### config.mk
export PLATFORM = sky130hd
export DESIGN_NAME = pacer_fifo
export DESIGN_NICKNAME = d
export VERILOG_FILES = /design/src/rtl/pacer_pkg.sv /design/src/rtl/pacer_countdown.sv /design/src/rtl/pacer_ring.sv /design/src/rtl/pacer_fifo.sv
export SDC_FILE = /design/constraint.sdc
export NUM_CORES = 1
export LEC_CHECK = 0
export ABC_AREA = 1
export CAP_MARGIN = 15
export CORE_MARGIN = 5
export CORE_UTILIZATION = 55
export CTS_BUF_LIST = sky130_fd_sc_hd__clkbuf_16
export DETAILED_ROUTE_END_ITERATION = 10
export DONT_BUFFER_PORTS = 1
export GPL_TIMING_DRIVEN = 0
export HOLD_SLACK_MARGIN = 0.15
export PLACE_DENSITY_LB_ADDON = 0.05
export SYNTH_ARGS = -nofsm -noshare
export SYNTH_HDL_FRONTEND = slang
export SYNTH_SLANG_ARGS = --single-unit
export TNS_END_PERCENT = 5
### constraint.sdc
create_clock -name clk -period 3.35 [get_ports clk]
set_input_delay 0.335 -clock clk [delete_from_list [all_inputs] [get_ports clk]]
set_output_delay 0.335 -clock clk [all_outputs]
set_load 0.005 [all_outputs]
### src/rtl/pacer_pkg.sv
package pacer_pkg;
    localparam int PACER_DATA_W = 16;
    localparam int PACER_DLY_W  = 12;
    localparam int PACER_DEPTH  = 4;
endpackage

### src/rtl/pacer_countdown.sv
module pacer_countdown #(
    parameter int DLY_W = pacer_pkg::PACER_DLY_W
) (
    input  logic             clk,
    input  logic             rst_n,
    input  logic             reload,
    input  logic [DLY_W-1:0] load_val,
    output logic             expired
);
    logic [DLY_W-1:0] cnt_d, cnt_q;

    always_comb begin
        cnt_d = cnt_q;
        if (reload)
            cnt_d = load_val;
        else if (cnt_q != '0)
            cnt_d = cnt_q - 1'b1;
    end

    always_ff @(posedge clk) begin
        if (!rst_n) cnt_q <= '0;
        else        cnt_q <= cnt_d;
    end

    assign expired = (cnt_q == '0);
endmodule

### src/rtl/pacer_ring.sv
module pacer_ring #(
    parameter int DATA_W = pacer_pkg::PACER_DATA_W,
    parameter int DEPTH  = pacer_pkg::PACER_DEPTH
) (
    input  logic                         clk,
    input  logic                         rst_n,
    input  logic                         wr_en,
    input  logic [DATA_W-1:0]            wr_data,
    input  logic                         rd_en,
    output logic [DATA_W-1:0]            rd_data,
    output logic [$clog2(DEPTH+1)-1:0]   fill
);
    localparam int AW = (DEPTH > 1) ? $clog2(DEPTH) : 1;
    localparam int CW = $clog2(DEPTH + 1);

    typedef struct packed {
        logic [AW-1:0] wr;
        logic [AW-1:0] rd;
        logic [CW-1:0] cnt;
    } ring_t;

    ring_t st_d, st_q;
    logic [DATA_W-1:0] mem [DEPTH];

    function automatic logic [AW-1:0] bump(input logic [AW-1:0] p);
        return (p == AW'(DEPTH - 1)) ? '0 : p + 1'b1;
    endfunction

    always_comb begin
        st_d = st_q;
        if (wr_en) st_d.wr = bump(st_q.wr);
        if (rd_en) st_d.rd = bump(st_q.rd);
        case ({wr_en, rd_en})
            2'b10:   st_d.cnt = st_q.cnt + 1'b1;
            2'b01:   st_d.cnt = st_q.cnt - 1'b1;
            default: st_d.cnt = st_q.cnt;
        endcase
    end

    always_ff @(posedge clk) begin
        if (!rst_n) st_q <= '0;
        else        st_q <= st_d;
    end

    always_ff @(posedge clk) begin
        if (wr_en) mem[st_q.wr] <= wr_data;
    end

    assign rd_data = mem[st_q.rd];
    assign fill    = st_q.cnt;
endmodule

### src/rtl/pacer_fifo.sv
module pacer_fifo #(
    parameter int DATA_W = pacer_pkg::PACER_DATA_W,
    parameter int DLY_W  = pacer_pkg::PACER_DLY_W,
    parameter int DEPTH  = pacer_pkg::PACER_DEPTH
) (
    input  logic              clk,
    input  logic              rst_n,
    input  logic              in_valid,
    input  logic [DATA_W-1:0] in_data,
    input  logic [DLY_W-1:0]  spacing,
    output logic              out_valid,
    output logic [DATA_W-1:0] out_data,
    output logic              overflow,
    output logic              empty
);
    localparam int CW = $clog2(DEPTH + 1);

    typedef struct packed {
        logic              vld;
        logic [DATA_W-1:0] data;
        logic              ovf;
    } out_t;

    out_t st_d, st_q;

    logic              tmr_expired;
    logic [CW-1:0]     fill_cnt;
    logic [DATA_W-1:0] head;
    logic              held, emit, pop, push, drop, store;

    // decide what happens to the head and the incoming sample this clock
    always_comb begin
        held  = (fill_cnt != '0);
        pop   = tmr_expired && held;
        emit  = tmr_expired && (held || in_valid);
        push  = in_valid && !(tmr_expired && !held);
        drop  = push && (fill_cnt == CW'(DEPTH)) && !pop;
        store = push && !drop;
    end

    always_comb begin
        st_d     = st_q;
        st_d.vld = emit;
        if (pop)       st_d.data = head;
        else if (emit) st_d.data = in_data;
        if (drop)      st_d.ovf  = 1'b1;
    end

    always_ff @(posedge clk) begin
        if (!rst_n) st_q <= '0;
        else        st_q <= st_d;
    end

    pacer_ring #(.DATA_W(DATA_W), .DEPTH(DEPTH)) u_ring (
        .clk     (clk),
        .rst_n   (rst_n),
        .wr_en   (store),
        .wr_data (in_data),
        .rd_en   (pop),
        .rd_data (head),
        .fill    (fill_cnt)
    );

    pacer_countdown #(.DLY_W(DLY_W)) u_timer (
        .clk      (clk),
        .rst_n    (rst_n),
        .reload   (emit),
        .load_val (spacing),
        .expired  (tmr_expired)
    );

    assign out_valid = st_q.vld;
    assign out_data  = st_q.data;
    assign overflow  = st_q.ovf;
    assign empty     = !held;
endmodule

==> results.md <==
* GP Congestion at 0.793
* TritonCTS clock tree: built
* Setup violators final at 0
* Die Footprint at between 0.01 and 0.015 mm²
* Largest net degree at the start of global routing at 18
* Total power at about 4.4 mW
* Max layer used: met4
* Post-synthesis cell area at between 0.004 and 0.005 mm²
* Clk Latency, worst-skew pair at around 350 ps
* Post-Route WL at about 10000 µm
* I/O Buffers at 0
* RSZ-0062 raised after global routing: no
* Worst slew pin tran at ~920 ps
* Post-route cell area at roughly 0.0054 mm²
* Met2 wire len at approximately 5100 µm
* Antenna cells at 0
* Root Buffer: clkbuf_16
* Power Density at approximately 820 mW/mm²
* Share of cells above drive strength 1 at 0.115
* Row count at 33
* Max-cap violation count at 0
* Initial antenna violation count at 0
* Worst EP arrival at approximately 2800 ps
* Fin Setup TNS at 0 ps
* TritonCTS Sinks at approximately 100
* Clock Tree Buf Depth at 2
* Post-CTS setup buffer count at 0
* Met3 wire length at approximately 590 µm
* Fin. Hold Viols at 0
* Via density at approximately 5.3
* Post-route ant nets at 0
* Worst-path clk slew at 60 ps
* Synth warnings at 0
* Post_cts resized at 0
* Via count at approximately 3300
* Die Y at between 100 and 150 µm
* Detailed Routing Iterations Pass 1 at 4
* Initial core utilization at 0.562
* Period Utilization, post-route at 0.833
* Number of synthesized register bits at 103
* Core box area at approximately 0.0082 mm²
* Worst hold stages at 2
* Number of global-route vias before repair at approximately 3200
* Type of origin of the critical path: flop
* 1st-iter DRT viols at between 150 and 200
* Top_reg_cell synth: edfxtp_1
* Hold Crit Class: primary input to flop
* Netlist cell types at 39
* DRC violations left at 0
* Slew margin rel. at 0.389
* Most common cell after layout, fill and taps aside: nand2_1
* Total CTS buffers at 9
* Syn Nets at around 510
* Status: complete, no violations
* Critical path type: flop to flop
* CP max FO at 9
* VDD IR-drop max at around 0.44 mV
* Global-route wire length before repair at 16300 µm
* Fmax at 358 MHz
* CP Capture Type: flop
* Chip width at between 100 and 150 µm
* Hold-fix buffers at CTS at 21
* Clock skew at 14.3 ps
* Number of flops mapped to enable cells by yosys at 64
* Slew Viols, Final at 0
* Metal-1 WL at between 4000 and 5000 µm
* Commonest cells after routing, fill and taps aside: 85 x nand2_1, 64 x edfxtp_1, 58 x nor2_1, 45 x inv_1, 44 x o21ai_0
* Area after DPL at 0.00477 mm²
* Critical path required time at approximately 3400 ps
* Fin crit period at around 2800 ps
* H-tree Lvls at 3
* Total Routing Usage GR at 0.209
* Post-synthesis async set-or-reset flop share at 0
* Area Overhead vs Synth at 16.5%
* Post-DP HPWL at roughly 6700 µm
* WL/cell at 16.2 µm
* Sequential fraction of the synthesis area at 0.588
* P_leak at between 2 and 2.5 nW
* I/O pin count at 50
* Nets@finish at roughly 550
* Syn avg cell area at roughly 9.7 µm²
* Cells after Synth at 474
* Grt total ovfl at 0
* Reg2Reg Depth at 9
-- worst paths after layout --
check / start / to / slack [ps]
max: u_timer.cnt_q[0] / u_ring.mem[1][6] / 560
min: spacing[6] / u_timer.cnt_q[6] / 190
max reg2reg: u_timer.cnt_q[0] / u_ring.mem[1][6] / 560
min reg2reg: overflow / overflow / 500
-- Yosys cell counts (2+ instances only) --
cell,number,share of area
o21a_1,16,0.026
nand2_4,3,0.0074
nand2_1,85,0.069
o22ai_1,16,0.022
dfxtp_1,39,0.17
inv_1,45,0.037
o21ai_0,44,0.048
nand2_2,6,0.0082
ha_1,6,0.016
nor2_2,6,0.0082
nor2_1,61,0.050
nand3_1,25,0.027
clkbuf_1,11,0.0090
nor2_4,4,0.0098
buf_4,2,0.0033
edfxtp_1,64,0.42
a31oi_1,2,0.0027
buf_6,3,0.0074
inv_4,2,0.0027
xnor2_1,2,0.0038
nand4_1,3,0.0041
nor2_8,2,0.0087
nand3_2,2,0.0044
inv_2,4,0.0033
nor3_1,2,0.0022
a21oi_1,6,0.0065
-- metrics by stage --
stage | cells | worst slack, ps | util | hold WS, ps
global route | 619 | 307 | 0.655 | 190
finish | 619 | 559 | 0.655 | 186
CTS | 619 | 495 | 0.655 | 171
floorplan | 474 | 942 | - | 434
global placement | 579 | 69.0 | 0.578 | 434
detailed placement | 582 | 509 | 0.584 | 434
-- where the power goes --
part	internal [mW]	switching (mW)
Combinational	0.479	0.889
Clock	0.808	0.453
Sequential	1.62	0.148
Total	2.91	1.49
-- critical path, cell delays in order, from the launching register on --
cell and delay, ps:
dfxtp_1 300, inv_1 100, ha_1 300, nand4_2 200, nor2_4 190, nor2_1 90
nor2_1 300, inv_2 110, nor2_1 670, buf_6 240
-- metal layers --
| layer | track usage | up-vias |
|---|---|---|
| met2 | 0.367 | 87 |
| met4 | 0.0726 | 0 |
| met5 | 0 | - |
| met1 | 0.263 | 1517 |
| met3 | 0.0310 | 11 |
| li1 | - | 1662 |
-- kinds of logic (layout without fill, tap and decap cells) --
| group | after synthesis | count (layout) | synth area share |
|---|---|---|---|
| and+or+nand+nor | 203 | 203 | 0.207 |
| DFF | 103 | 103 | 0.588 |
| AOI/OAI and AO/OA | 89 | 89 | 0.113 |
| buffers and inverters | 69 | 109 | 0.0651 |
| adders and majority gates | 7 | 7 | 0.0207 |
| xor gates and xnor gates | 3 | 3 | 0.00572 |
-- sequential cells by signal, indices dropped and copies added (netlist names), named ones only --
name	flops
u_ring.st_q	4
out_data	16
out_valid	1
overflow	1
u_timer.cnt_q	12
u_ring.mem	64
u_ring.fill	3
-- cell type report --
| class | instances | area [µm²] |
|---|---|---|
| clock buffer | 9 | 225 |
| multi-input combinational | 302 | 1600 |
| tap | 105 | 131 |
| inverter | 52 | 205 |
| timing repair buffer | 24 | 251 |
| fill | 695 | 2820 |
| clock inverter | 7 | 143 |
| sequential | 103 | 2700 |
| buffer | 17 | 93.8 |
Note: power is estimated with default switching activity, not from simulation.
